==> config.mk <==
export PLATFORM = sky130hd
export DESIGN_NAME = lfsr_clk_div
export DESIGN_NICKNAME = d
export VERILOG_FILES = /design/src/rtl/lfsr_clk_div_pkg.sv /design/src/rtl/lfsr_feedback.sv /design/src/rtl/lfsr_seq.sv /design/src/rtl/div_toggle.sv /design/src/rtl/lfsr_clk_div.sv
export SDC_FILE = /design/constraint.sdc
export NUM_CORES = 1
export LEC_CHECK = 0
export BUFFER_PORTS_ARGS = -buffer_cell sky130_fd_sc_hd__buf_2
export CAP_MARGIN = 5
export CORE_AREA = 2 2 39 41
export DETAILED_ROUTE_END_ITERATION = 12
export DIE_AREA = 0 0 41 43
export HOLD_SLACK_MARGIN = 0.08
export SYNTH_ARGS = -nofsm -noshare
export SYNTH_HDL_FRONTEND = slang
export SYNTH_SLANG_ARGS = --single-unit
==> constraint.sdc <==
create_clock -name clk_i -period 1.7 [get_ports clk_i]
set_clock_uncertainty 0.1 [all_clocks]
set_input_delay 0.17 -clock clk_i [delete_from_list [all_inputs] [get_ports clk_i]]
set_output_delay 0.17 -clock clk_i [all_outputs]
set_load 0.02 [all_outputs]
==> src/rtl/lfsr_clk_div_pkg.sv <==
package lfsr_clk_div_pkg;

  localparam int unsigned LFSR_W = 14;
  // taps at stages 14, 13, 12, 2 (bits 13, 12, 11, 1)
  localparam logic [LFSR_W-1:0] TAPS_DEF = 14'h3802;
  localparam logic [LFSR_W-1:0] SEED_DEF = 14'h1A5C;
  localparam int unsigned HALF_DEF = 12499;

  typedef logic [LFSR_W-1:0] state_t;
  typedef logic [LFSR_W:0] row_t;
  typedef logic [LFSR_W:0][LFSR_W:0] amat_t;

  // one step, written as inverted parity so the inversion count is explicit
  function automatic state_t lfsr_step(state_t s, state_t taps);
    logic fb;
    fb = ~(^(s & taps));
    return {s[LFSR_W-2:0], fb};
  endfunction

  function automatic amat_t amat_mul(amat_t a, amat_t b);
    amat_t c;
    for (int i = 0; i <= LFSR_W; i++) begin
      c[i] = '0;
      for (int j = 0; j <= LFSR_W; j++) begin
        if (a[i][j]) c[i] = c[i] ^ b[j];
      end
    end
    return c;
  endfunction

  // affine step matrix; bit LFSR_W of the vector is the constant one
  function automatic amat_t step_matrix(state_t taps);
    amat_t m;
    m[0] = {1'b1, taps};
    for (int i = 1; i < LFSR_W; i++) m[i] = row_t'(1) << (i - 1);
    m[LFSR_W] = row_t'(1) << LFSR_W;
    return m;
  endfunction

  // state reached n steps after s, by matrix squaring
  function automatic state_t lfsr_jump(state_t s, state_t taps, int unsigned n);
    amat_t  acc;
    amat_t  pw;
    row_t   v;
    state_t r;
    for (int i = 0; i <= LFSR_W; i++) acc[i] = row_t'(1) << i;
    pw = step_matrix(taps);
    for (int b = 0; b < 32; b++) begin
      if (n[b]) acc = amat_mul(acc, pw);
      pw = amat_mul(pw, pw);
    end
    v = {1'b1, s};
    for (int i = 0; i < LFSR_W; i++) r[i] = ^(acc[i] & v);
    return r;
  endfunction

endpackage

==> src/rtl/lfsr_feedback.sv <==
module lfsr_feedback
  import lfsr_clk_div_pkg::*;
#(
  parameter state_t TAPS = TAPS_DEF
) (
  input  state_t cur_i,
  output state_t nxt_o
);
  always_comb nxt_o = lfsr_step(cur_i, TAPS);
endmodule

==> src/rtl/lfsr_seq.sv <==
module lfsr_seq
  import lfsr_clk_div_pkg::*;
#(
  parameter state_t TAPS = TAPS_DEF,
  parameter state_t SEED = SEED_DEF,
  parameter state_t TERM = SEED_DEF
) (
  input  logic   clk_i,
  input  logic   rst_ni,
  output state_t state_o,
  output logic   wrap_o
);
  state_t state_q;
  state_t step_d;

  lfsr_feedback #(.TAPS(TAPS)) u_fb (
    .cur_i(state_q),
    .nxt_o(step_d)
  );

  assign wrap_o = (state_q == TERM);

  always_ff @(posedge clk_i or negedge rst_ni) begin
    if (!rst_ni)     state_q <= SEED;
    else if (wrap_o) state_q <= SEED;
    else             state_q <= step_d;
  end

  assign state_o = state_q;
endmodule

==> src/rtl/div_toggle.sv <==
module div_toggle (
  input  logic clk_i,
  input  logic rst_ni,
  input  logic en_i,
  output logic q_o
);
  logic q_q;
  always_ff @(posedge clk_i or negedge rst_ni) begin
    if (!rst_ni)   q_q <= 1'b0;
    else if (en_i) q_q <= ~q_q;
  end
  assign q_o = q_q;
endmodule

==> src/rtl/lfsr_clk_div.sv <==
module lfsr_clk_div
  import lfsr_clk_div_pkg::*;
#(
  parameter state_t      TAPS        = TAPS_DEF,
  parameter state_t      SEED        = SEED_DEF,
  parameter int unsigned HALF_PERIOD = HALF_DEF
) (
  input  logic clk_i,
  input  logic rst_ni,
  output logic clk_o
);
  localparam state_t TERM = lfsr_jump(SEED, TAPS, HALF_PERIOD - 1);

  state_t lfsr_q;
  logic   wrap;

  lfsr_seq #(.TAPS(TAPS), .SEED(SEED), .TERM(TERM)) u_seq (
    .clk_i  (clk_i),
    .rst_ni (rst_ni),
    .state_o(lfsr_q),
    .wrap_o (wrap)
  );

  div_toggle u_tgl (
    .clk_i (clk_i),
    .rst_ni(rst_ni),
    .en_i  (wrap),
    .q_o   (clk_o)
  );
endmodule

Yosys cells after proc, flatten, opt, wreduce, memory -nomap -nowiden
Index checks and enable logic that the tools add are counted.
{ "totals": {"reg_bits": 15, "in_bits": 2, "out_inout_bits": 1, "word_cells": 7} }
{ "op_classes": {"eq_ne": 1, "n_mux": 1, "bitwise": 2, "reduce_logical": 1} }
{ "op_table": {"columns": ["op", "n"], "rows": [
  ["$eq 14x14->1 const B", 1],
  ["$mux 14", 1],
  ["$reduce_xor 14->1", 1],
  ["$not 1->1", 2]
]} }

Longest topological paths before layout
{ "logic_depth": {"word_depth": 3, "depth_mapped": 4, "depth_no_buf": 4} }

Modules after synthesis
A second synthesis with hierarchy kept.
{ "hier_totals": {"cells_unflattened": 60, "hier_area_um2": 757.0} }
{ "by_module_without_submodules": {"columns": ["mod", "instances", "cells_each", "area_each_um2", "seq_area_each_um2"], "rows": [
  ["lfsr_seq", 1, 42, 599.3, 359.1],
  ["lfsr_feedback", 1, 16, 123.9, 0.0],
  ["div_toggle", 1, 2, 33.8, 25.0]
]} }

Worst setup path before layout
Ideal clock, no wire load.
{ "synth_path": {"path_kind": "flip-flop to flip-flop", "from": "register u_seq.state_q[12] (netlist: u_seq.state_o[12])", "to": "register u_seq.state_q[13] (netlist: u_seq.state_o[13])", "setup_ns": 0.119, "t_arrival_ns": 1.148, "required_ns": 1.481, "path_slack_ns": 0.333, "stages_incl_launch_ff": 5, "n_path_buf": 0, "synth_period_minus_slack_ns": 1.367, "cell_sequence": "dfstp_2 ha_1 and4_1 nand4_4 and2_1"} }
{ "synth_between": {"elab_chain_len": 2} }
{ "synth_lines": {"columns": ["element", "line_no", "source"], "rows": [
  ["from (decl)", "lfsr_seq.sv:13", "state_t state_q;"],
  ["from (signal assigned)", "lfsr_seq.sv:26", "else state_q <= step_d;"],
  ["$eq 14x14->1", "lfsr_seq.sv:21", "assign wrap_o = (state_q == TERM);"],
  ["$mux 14 *", "lfsr_seq.sv:25", "else if (wrap_o) state_q <= SEED;"]
]} }
Mark *: on every way between the ends. The rest lies on a longest branch, timed or not.
A chain may end at the register's enable or synchronous reset.

Final worst setup path
{ "layout_path": {"from": "register u_seq.state_q[12] (netlist: u_seq.state_o[12])", "to": "register u_seq.state_q[1] (netlist: u_seq.state_o[1])"} }
{ "layout_between": {"elab_chain_len": 2} }
{ "layout_lines": {"columns": ["element", "line_no"], "rows": [
  ["$eq 14x14->1", "lfsr_seq.sv:21"],
  ["$mux 14", "lfsr_seq.sv:25"]
]} }
No other way between the ends.

==> impl_metrics.toml <==
[setup_path]
cp_slowest_cell = "dfstp_2"
critical_path.startpoint_type = "flip-flop"
reg2reg_slack_ns = 0.22
reg2reg_to = "u_seq.state_o[1]"
crit_end = "u_seq.state_o[1]"
crit_chain = "ha_1, and4_1, nand4_4, and2_1"
reg2reg_from = "u_seq.state_o[12]"
critPathRequiredTime_ns = 1.77
crit_type = "reg -> reg"
ff2ff_path_depth = 4
crit_start = "u_seq.state_o[12]"
crit_path_end_kind = "flip-flop"
crit_arrival_ns = 1.55
max_stage_delay_ns = 0.54
path_max_fanout = 9

[timing]
setup_tns_ns = 0
period_share = 0.868
setup_viol = 0
tightest_slew_ns = 0.315
min_period_ns = 1.48
final-hold-violation-count = 0
slew_viol_final = 0
grt_setup_unrepaired = "false"
relSlewSlack = 0.790
fmax_ghz = 0.678

[job]
cap_viol_max_count = 0

[pwr]
power_uw = 564
p_int_uw = 451
vdd_drop_max_v = 0.000453
seq_power_share = 0.634
p_leak_uw = 0.000256
pwr_density_cell_nw_per_um2 = 937
clkPwrFrac = 0.351
swShare = 0.201
p_sw_uw = 113
p_comb_frac = 0.016

[clock_tree]
post_cts_resized = 0
insertion_delay_ns = 0.28
cts_root_buf = "clkbuf_4"
cts_tree = "built"
cts_setup_buffers = 0
path_clk_slew_ns = 0.08
clock_sinks = 15
numCtsBuffers = 3
cts_hold_buffers = 1
ctsHtreeMaxLevel = 1
clk_path_buf_depth = 2

[route]
vias = 260
wire_per_inst_um = 13.2
routed_via_density = 4.73
wirelength_um = 728
route.detailed.drc = 0
antenna_left = 0
first_iter_violations = 3
drtPass1Iterations = 2

[layout]
drive_gt1_frac = 0.359
syn2layout_area_growth_pct = 7.85
antennaDiodeCount = 0
nNetsFinal = 43

[yosys]
synth_most_common_cell = "dfrtp_1"
synth_top_area_share = 0.359
synth_commonest_cells = "dfrtp_1 (8), dfstp_2 (7), clkbuf_1 (6)"
syn_area_sq_um = 558
syn_area_per_cell_sq_um = 14.7
ys_warn_count = 0
seq_area_frac_synth = 0.688
syn_nets = 41
synth_largest_area_cell = "dfrtp_1"
async_flop_share = 1.00
synth_enable_flop_cells = 0
synth_cell_types = 13
ys_top_cells_by_area = "dfrtp_1 (36%), dfstp_2 (33%), and2_1 (5.6%), clkbuf_1 (4.0%), nand4_4 (3.8%)"
ys.flop_type = "dfrtp_1"
synthCells = 38
ys_ff_latch = 15

[global_routing]
antenna_found_initial = 0
overflow = 0
grtUsageTotal = 0.117
grt_pass1_vias = 291
grt_max_degree = 16
grt_pass1_wl_um = 1350

[hold_path]
hp-class = "in -> async"

[floorplan]
dieArea_sq_um = 1760
rows = 14
die_h_um = 43
start_util = 0.403
coreArea_sq_um = 1380
ioPinCount = 3
fp.dieW_um = 41

[place]
routabilityCongestion = 0.714
dp_hpwl_um = 503
io_buffers = 2

[status]
outcome = "finished clean"
[power groups by stage]
stage / sequential (uW) / combinational (uW) / clock [uW]
floorplan: 364 / 0.0000769 / 0
global placement: 364 / 7.07 / 0
detailed placement: 364 / 7.63 / 0
CTS: 357 / 9.27 / 211
global route: 358 / 10.9 / 222
finish: 357 / 8.75 / 198
[critical path, delay by kind of cell, from the launching register on]
kind / cells / cell delay [ns]
AND/OR/NAND/NOR: 3 / 0.59
flip-flops: 1 / 0.54
adder cells (fa/ha/maj): 1 / 0.14
[placed cells by master, fill, tap and decap left out]
master         instances
and2_1                 5
and2b_1                1
and4_1                 1
and4bb_1               1
buf_2                  2
clkbuf_1               1
clkbuf_4               3
dfrtp_1                8
dfstp_2                7
dlygate4sd3_1          1
ha_1                   1
nand2b_1               3
nand4_4                1
nor3b_2                1
xnor2_1                2
xor2_1                 1
[state kept, by name, summed over array words and instances (netlist names)]
name and count:
u_seq.state_o 14, u_tgl.q_o 1
[kinds of logic after synthesis]
group         synth area share
simple gates             0.202
fa+ha+maj               0.0224
xor+xnor                0.0471
flops                    0.688
buf+inv                 0.0404
[final cells by class]
| cell class | count | area, sq um |
|---|---|---|
| Fill cell | 126 | 782 |
| Multi-Input combinational cell | 17 | 151 |
| Sequential cell | 15 | 384 |
| Timing Repair Buffer | 3 | 20.0 |
| Tap cell | 16 | 20.0 |
| Clock buffer | 4 | 26.3 |
[stage by stage]
step	worst slack [ns]	instance area, sq um	std cells	hold WS [ns]	utilization
after global placement	0.252	566	50	-0.0291	0.409
after global routing	0.163	602	55	0.248	0.435
after detailed placement	0.225	566	50	-0.0173	0.409
final	0.224	602	55	0.205	0.435
after floorplan	0.333	558	38	-0.226	-
after CTS	0.206	602	55	0.200	0.435
[layer usage]
layer	routed length, um	GRT usage	share of wire	vias up
li1	-	-	-	119
met1	341	0.161	0.47	137
met2	353	0.147	0.48	4
met3	34	0.0785	0.047	0
met4	0	0.0400	0	0
met5	0	0	0	-
[worst min-delay path by stage]
stage                start                end  cells past startpoint
floorplan           rst_ni   u_seq.state_o[0]                      0
global placement    rst_ni  u_seq.state_o[10]                      1
detailed placement  rst_ni  u_seq.state_o[13]                      1
CTS                 rst_ni  u_seq.state_o[10]                      2
global route        rst_ni  u_seq.state_o[13]                      2
finish              rst_ni  u_seq.state_o[13]                      2
(Power assumes the default switching activity.)
